**src/rtl/cop_hs_ctrl.sv**
```systemverilog
module cop_hs_ctrl (
  input  logic       clk,
  input  logic       rst,
  input  logic       enter_i,
  input  logic [1:0] hs_dec_i,
  input  logic [1:0] hs_ex_i,
  input  logic       irq_i,
  input  logic       prev_abort_i,
  output logic       stall_o,
  output logic       undef_o,
  output logic       pass_o,
  output logic       cancel_o,
  output logic       done_o
);
  localparam logic [1:0] HS_WAIT = 2'b00;
  localparam logic [1:0] HS_GO   = 2'b01;
  localparam logic [1:0] HS_ABS  = 2'b10;
  localparam logic [1:0] HS_LAST = 2'b11;

  typedef enum logic [1:0] {S_IDLE, S_RUN, S_HOLD} st_t;

  st_t        st;
  logic       pass_q, undef_q, done_q, first_q, cancel_q;
  logic [1:0] code;
  logic       live, brk;

  assign code = (st == S_IDLE) ? hs_dec_i : hs_ex_i;
  assign live = (st != S_IDLE) || enter_i;
  assign brk  = (st == S_HOLD) && irq_i;

  always_ff @(posedge clk) begin
    if (rst) begin
      st       <= S_IDLE;
      pass_q   <= 1'b0;
      undef_q  <= 1'b0;
      done_q   <= 1'b0;
      first_q  <= 1'b0;
      cancel_q <= 1'b0;
    end else begin
      undef_q  <= 1'b0;
      done_q   <= 1'b0;
      first_q  <= (st == S_IDLE) && enter_i && (code != HS_ABS);
      cancel_q <= first_q && prev_abort_i;
      if (brk) begin
        st     <= S_IDLE;
        pass_q <= 1'b0;
      end else if (live) begin
        unique case (code)
          HS_ABS: begin
            st      <= S_IDLE;
            pass_q  <= 1'b0;
            undef_q <= 1'b1;
          end
          HS_WAIT: begin
            st     <= S_HOLD;
            pass_q <= 1'b1;
          end
          HS_GO: begin
            st     <= S_RUN;
            pass_q <= 1'b1;
          end
          HS_LAST: begin
            st     <= S_IDLE;
            pass_q <= 1'b1;
            done_q <= 1'b1;
          end
          default: st <= S_IDLE;
        endcase
      end else begin
        st     <= S_IDLE;
        pass_q <= 1'b0;
      end
    end
  end

  assign stall_o  = (st == S_HOLD);
  assign pass_o   = pass_q;
  assign undef_o  = undef_q;
  assign done_o   = done_q;
  assign cancel_o = cancel_q;
endmodule


```
**config.mk**
```make
export PLATFORM = sky130hd
export DESIGN_NAME = cop_hs_ctrl
export DESIGN_NICKNAME = d
export VERILOG_FILES = /design/src/rtl/cop_hs_ctrl.sv
export SDC_FILE = /design/constraint.sdc
export NUM_CORES = 1
export LEC_CHECK = 0
export ABC_CLOCK_PERIOD_IN_PS = 1300
export BUFFER_PORTS_ARGS = -buffer_cell sky130_fd_sc_hd__buf_2
export CORE_AREA = 3 3 40 42
export DETAILED_ROUTE_END_ITERATION = 16
export DIE_AREA = 0 0 43 45
export SETUP_SLACK_MARGIN = 0.3
export SKIP_LAST_GASP = 1
export SLEW_MARGIN = 20
export SYNTH_ARGS = -nofsm -noshare
export SYNTH_HDL_FRONTEND = slang
export SYNTH_SLANG_ARGS = --single-unit
```
**constraint.sdc**
```tcl
create_clock -name clk -period 1.3 [get_ports clk]
set_input_delay 0.13 -clock clk [delete_from_list [all_inputs] [get_ports clk]]
set_output_delay 0.13 -clock clk [all_outputs]
set_load 0.05 [all_outputs]
```
==> impl_metrics.env <==
export IMPL_gp_congestion=0.7723
export IMPL_antenna_found_initial=0
export IMPL_ys_async_sr_fraction_pct=0
export IMPL_post_dp_cell_area_sq_um=390.4
export IMPL_num_vias=293
export IMPL_ios=14
export IMPL_grt_pass1_wl_mm=1.041
export IMPL_grt_pass1_vias=264
export IMPL_final_cell_area_sq_um=483.0
export IMPL_synthTopCellsByArea="dfxtp_1, nand3b_1, o31ai_4, and2b_2, a21oi_1"
export IMPL_powerDensity_mw_per_mm2=1103
export IMPL_startpoint_type="register"
export IMPL_cts_root_buf="clkbuf_4"
export IMPL_fin_nets=62
export IMPL_max_vdd_ir_drop_mv=0.3231
export IMPL_yosysMostFrequentCell="dfxtp_1"
export IMPL_area_growth_pct=58.85
export IMPL_cts_buffers=3
export IMPL_avgSynthCellArea_sq_um=10.13
export IMPL_syn_inst=30
export IMPL_synthTopCellsByCount="dfxtp_1, a21oi_1, nand3b_1"
export IMPL_crit_fanout=4
export IMPL_cap_violations=0
export IMPL_skew_ns=0.005985
export IMPL_cts_tree="yes"
export IMPL_maxSlewHeadroom_pct=83.60
export IMPL_timing_final_crit_share_pct=84.19
export IMPL_n_antenna_cell=0
export IMPL_min_period_ns=1.094
export IMPL_final_max_slew_viol_count=0
export IMPL_cp_required_ns=1.17
export IMPL_final_fill_count=144
export IMPL_via_per_inst=4.373
export IMPL_p_total_mw=0.5327
export IMPL_clk_path_buf_depth=2
export IMPL_tightest_slew_ns=0.2478
export IMPL_synth_top_cell_area_share_pct=46.09
export IMPL_detail_route_iter0_violations=3
export IMPL_die_x_um=43
export IMPL_synth_main_ff_cell="dfxtp_1"
export IMPL_routed_wl_um=695
export IMPL_cts_sinks=7
export IMPL_crit_type="register to output pin"
export IMPL_syn_num_nets=39
export IMPL_netlist_area_sq_um=304.0
export IMPL_synth_top_area_cell="dfxtp_1"
export IMPL_synth_edf_count=0
export IMPL_core_area_sq_mm=0.001285
export IMPL_ys_ff_latch=7
export IMPL_ant_nets=0
export IMPL_grt_usage_pct=8.083
export IMPL_setup_violations=0
export IMPL_seqCellArea_sq_um=145.1
export IMPL_die_area_sq_mm=0.001935
export IMPL_outcome="finished clean"
export IMPL_critical_path_endpoint_type="output pin"
export IMPL_drc=0
export IMPL_yosysWarningCount=0
export IMPL_die_h_um=45
export IMPL_clkLatencyLatePin_ns=0.25
export IMPL_final_hold_viol_count=0
export IMPL_synth_cell_type_count=16
export IMPL_postCtsHoldBufs=0
export IMPL_tns_ns=0
export IMPL_drt_wirelength_per_cell_um=10.37
export IMPL_dr_pass1_iters=4
export IMPL_ys_seq_area_share_pct=46.09
export IMPL_clk_pin_slew_ns=0.05
export IMPL_rows=13
export IMPL_rsz0062_at_grt="true"
export IMPL_grt_max_degree=5
export IMPL_initial_core_util_pct=23.66
export IMPL_multi_input_area_sq_um=176.4
export IMPL_drive_gt1_share_pct=61.54
export IMPL_p_leak_nw=0.2221
export IMPL_htree_levels=1
export IMPL_portBuffers=13
export IMPL_hold_path_class="input pin to register"
export IMPL_arrival_ns=0.96
export IMPL_fmax_mhz=913.7
export IMPL_grt_ovfl_total=0
## layout by cell type (no fill, tap or decap)
master / count
dfxtp_4: 1
nand3_1: 2
clkbuf_1: 1
nor2_2: 1
nand2_1: 1
and3_1: 1
clkbuf_4: 3
buf_2: 12
buf_4: 4
a21oi_1: 1
nor4b_2: 1
a21oi_2: 3
or2_4: 1
and3b_1: 1
inv_1: 1
dfxtp_1: 5
dfxtp_2: 1
or3_1: 2
nand3b_1: 3
o31ai_4: 1
buf_6: 2
nor2b_1: 2
and2b_2: 2
## metrics by stage
step | util [%] | hold WS (ns) | instances | worst slack [ns]
CTS | 36.32 | 0.04476 | 66 | 0.1787
detailed placement | 30.38 | 0.3127 | 58 | 0.1752
floorplan | - | 0.2065 | 30 | 0.2424
finish | 37.59 | 0.06443 | 67 | 0.2056
global placement | 30.38 | 0.3118 | 58 | 0.2034
global route | 37.59 | 0.05078 | 67 | 0.1637
## registers in the layout (all words and copies together), names as in the netlist
| name | count |
|---|---|
| undef_o | 1 |
| first_q | 1 |
| pass_o | 1 |
| cancel_o | 1 |
| done_o | 1 |
| st | 2 |
## critical path, stage by stage (launching register included)
cell,delay (ns)
dfxtp_4,0.36
and2b_2,0.22
buf_6,0.15
## layout make-up
cell class / instances / area share (%)
Sequential cell: 7 / 30.05
Tap cell: 15 / 3.886
Multi-Input combinational cell: 22 / 36.53
Inverter: 1 / 0.7772
Timing Repair Buffer: 18 / 23.32
Clock buffer: 4 / 5.440
## logic make-up after synthesis
family	share of synthesized area (%)
compound gates	14.81
buf+inv	1.233
flops	46.09
simple gates	37.86
## power breakdown
| part | switching, mW | leakage [nW] | internal [mW] |
|---|---|---|---|
| Combinational | 0.0598 | 0.149 | 0.0485 |
| Clock | 0.0797 | 0.0150 | 0.117 |
| Sequential | 0.00376 | 0.0584 | 0.224 |
| Total | 0.143 | 0.222 | 0.389 |
## final timing paths
check	slack (ns)	depth (start not counted)	end	startpoint
worst max register to register	0.21	3	st[1]	st[0]
worst min register to register	0.47	1	cancel_o	first_q
worst min-delay path	0.06	2	first_q	rst
worst max-delay path	0.21	2	stall_o	st[0]
## metal layers
layer | up-vias | GRT usage [%] | part of all wire [%]
met5 | - | 0 | 0
met4 | 0 | 9.036 | 0.72
met3 | 2 | 3.984 | 9.1
met2 | 10 | 11.98 | 49
met1 | 132 | 7.729 | 41
li1 | 149 | - | -
## what timing repair did
action | in CTS | in global routing
pin swaps | 1 | 1
gates resized for setup | 6 | 2
setup buffers | 4 | 1
gates cloned | 0 | 0
endpoints found under the setup margin | 5 | 7
No activity file was read; power rests on OpenSTA's default activity.
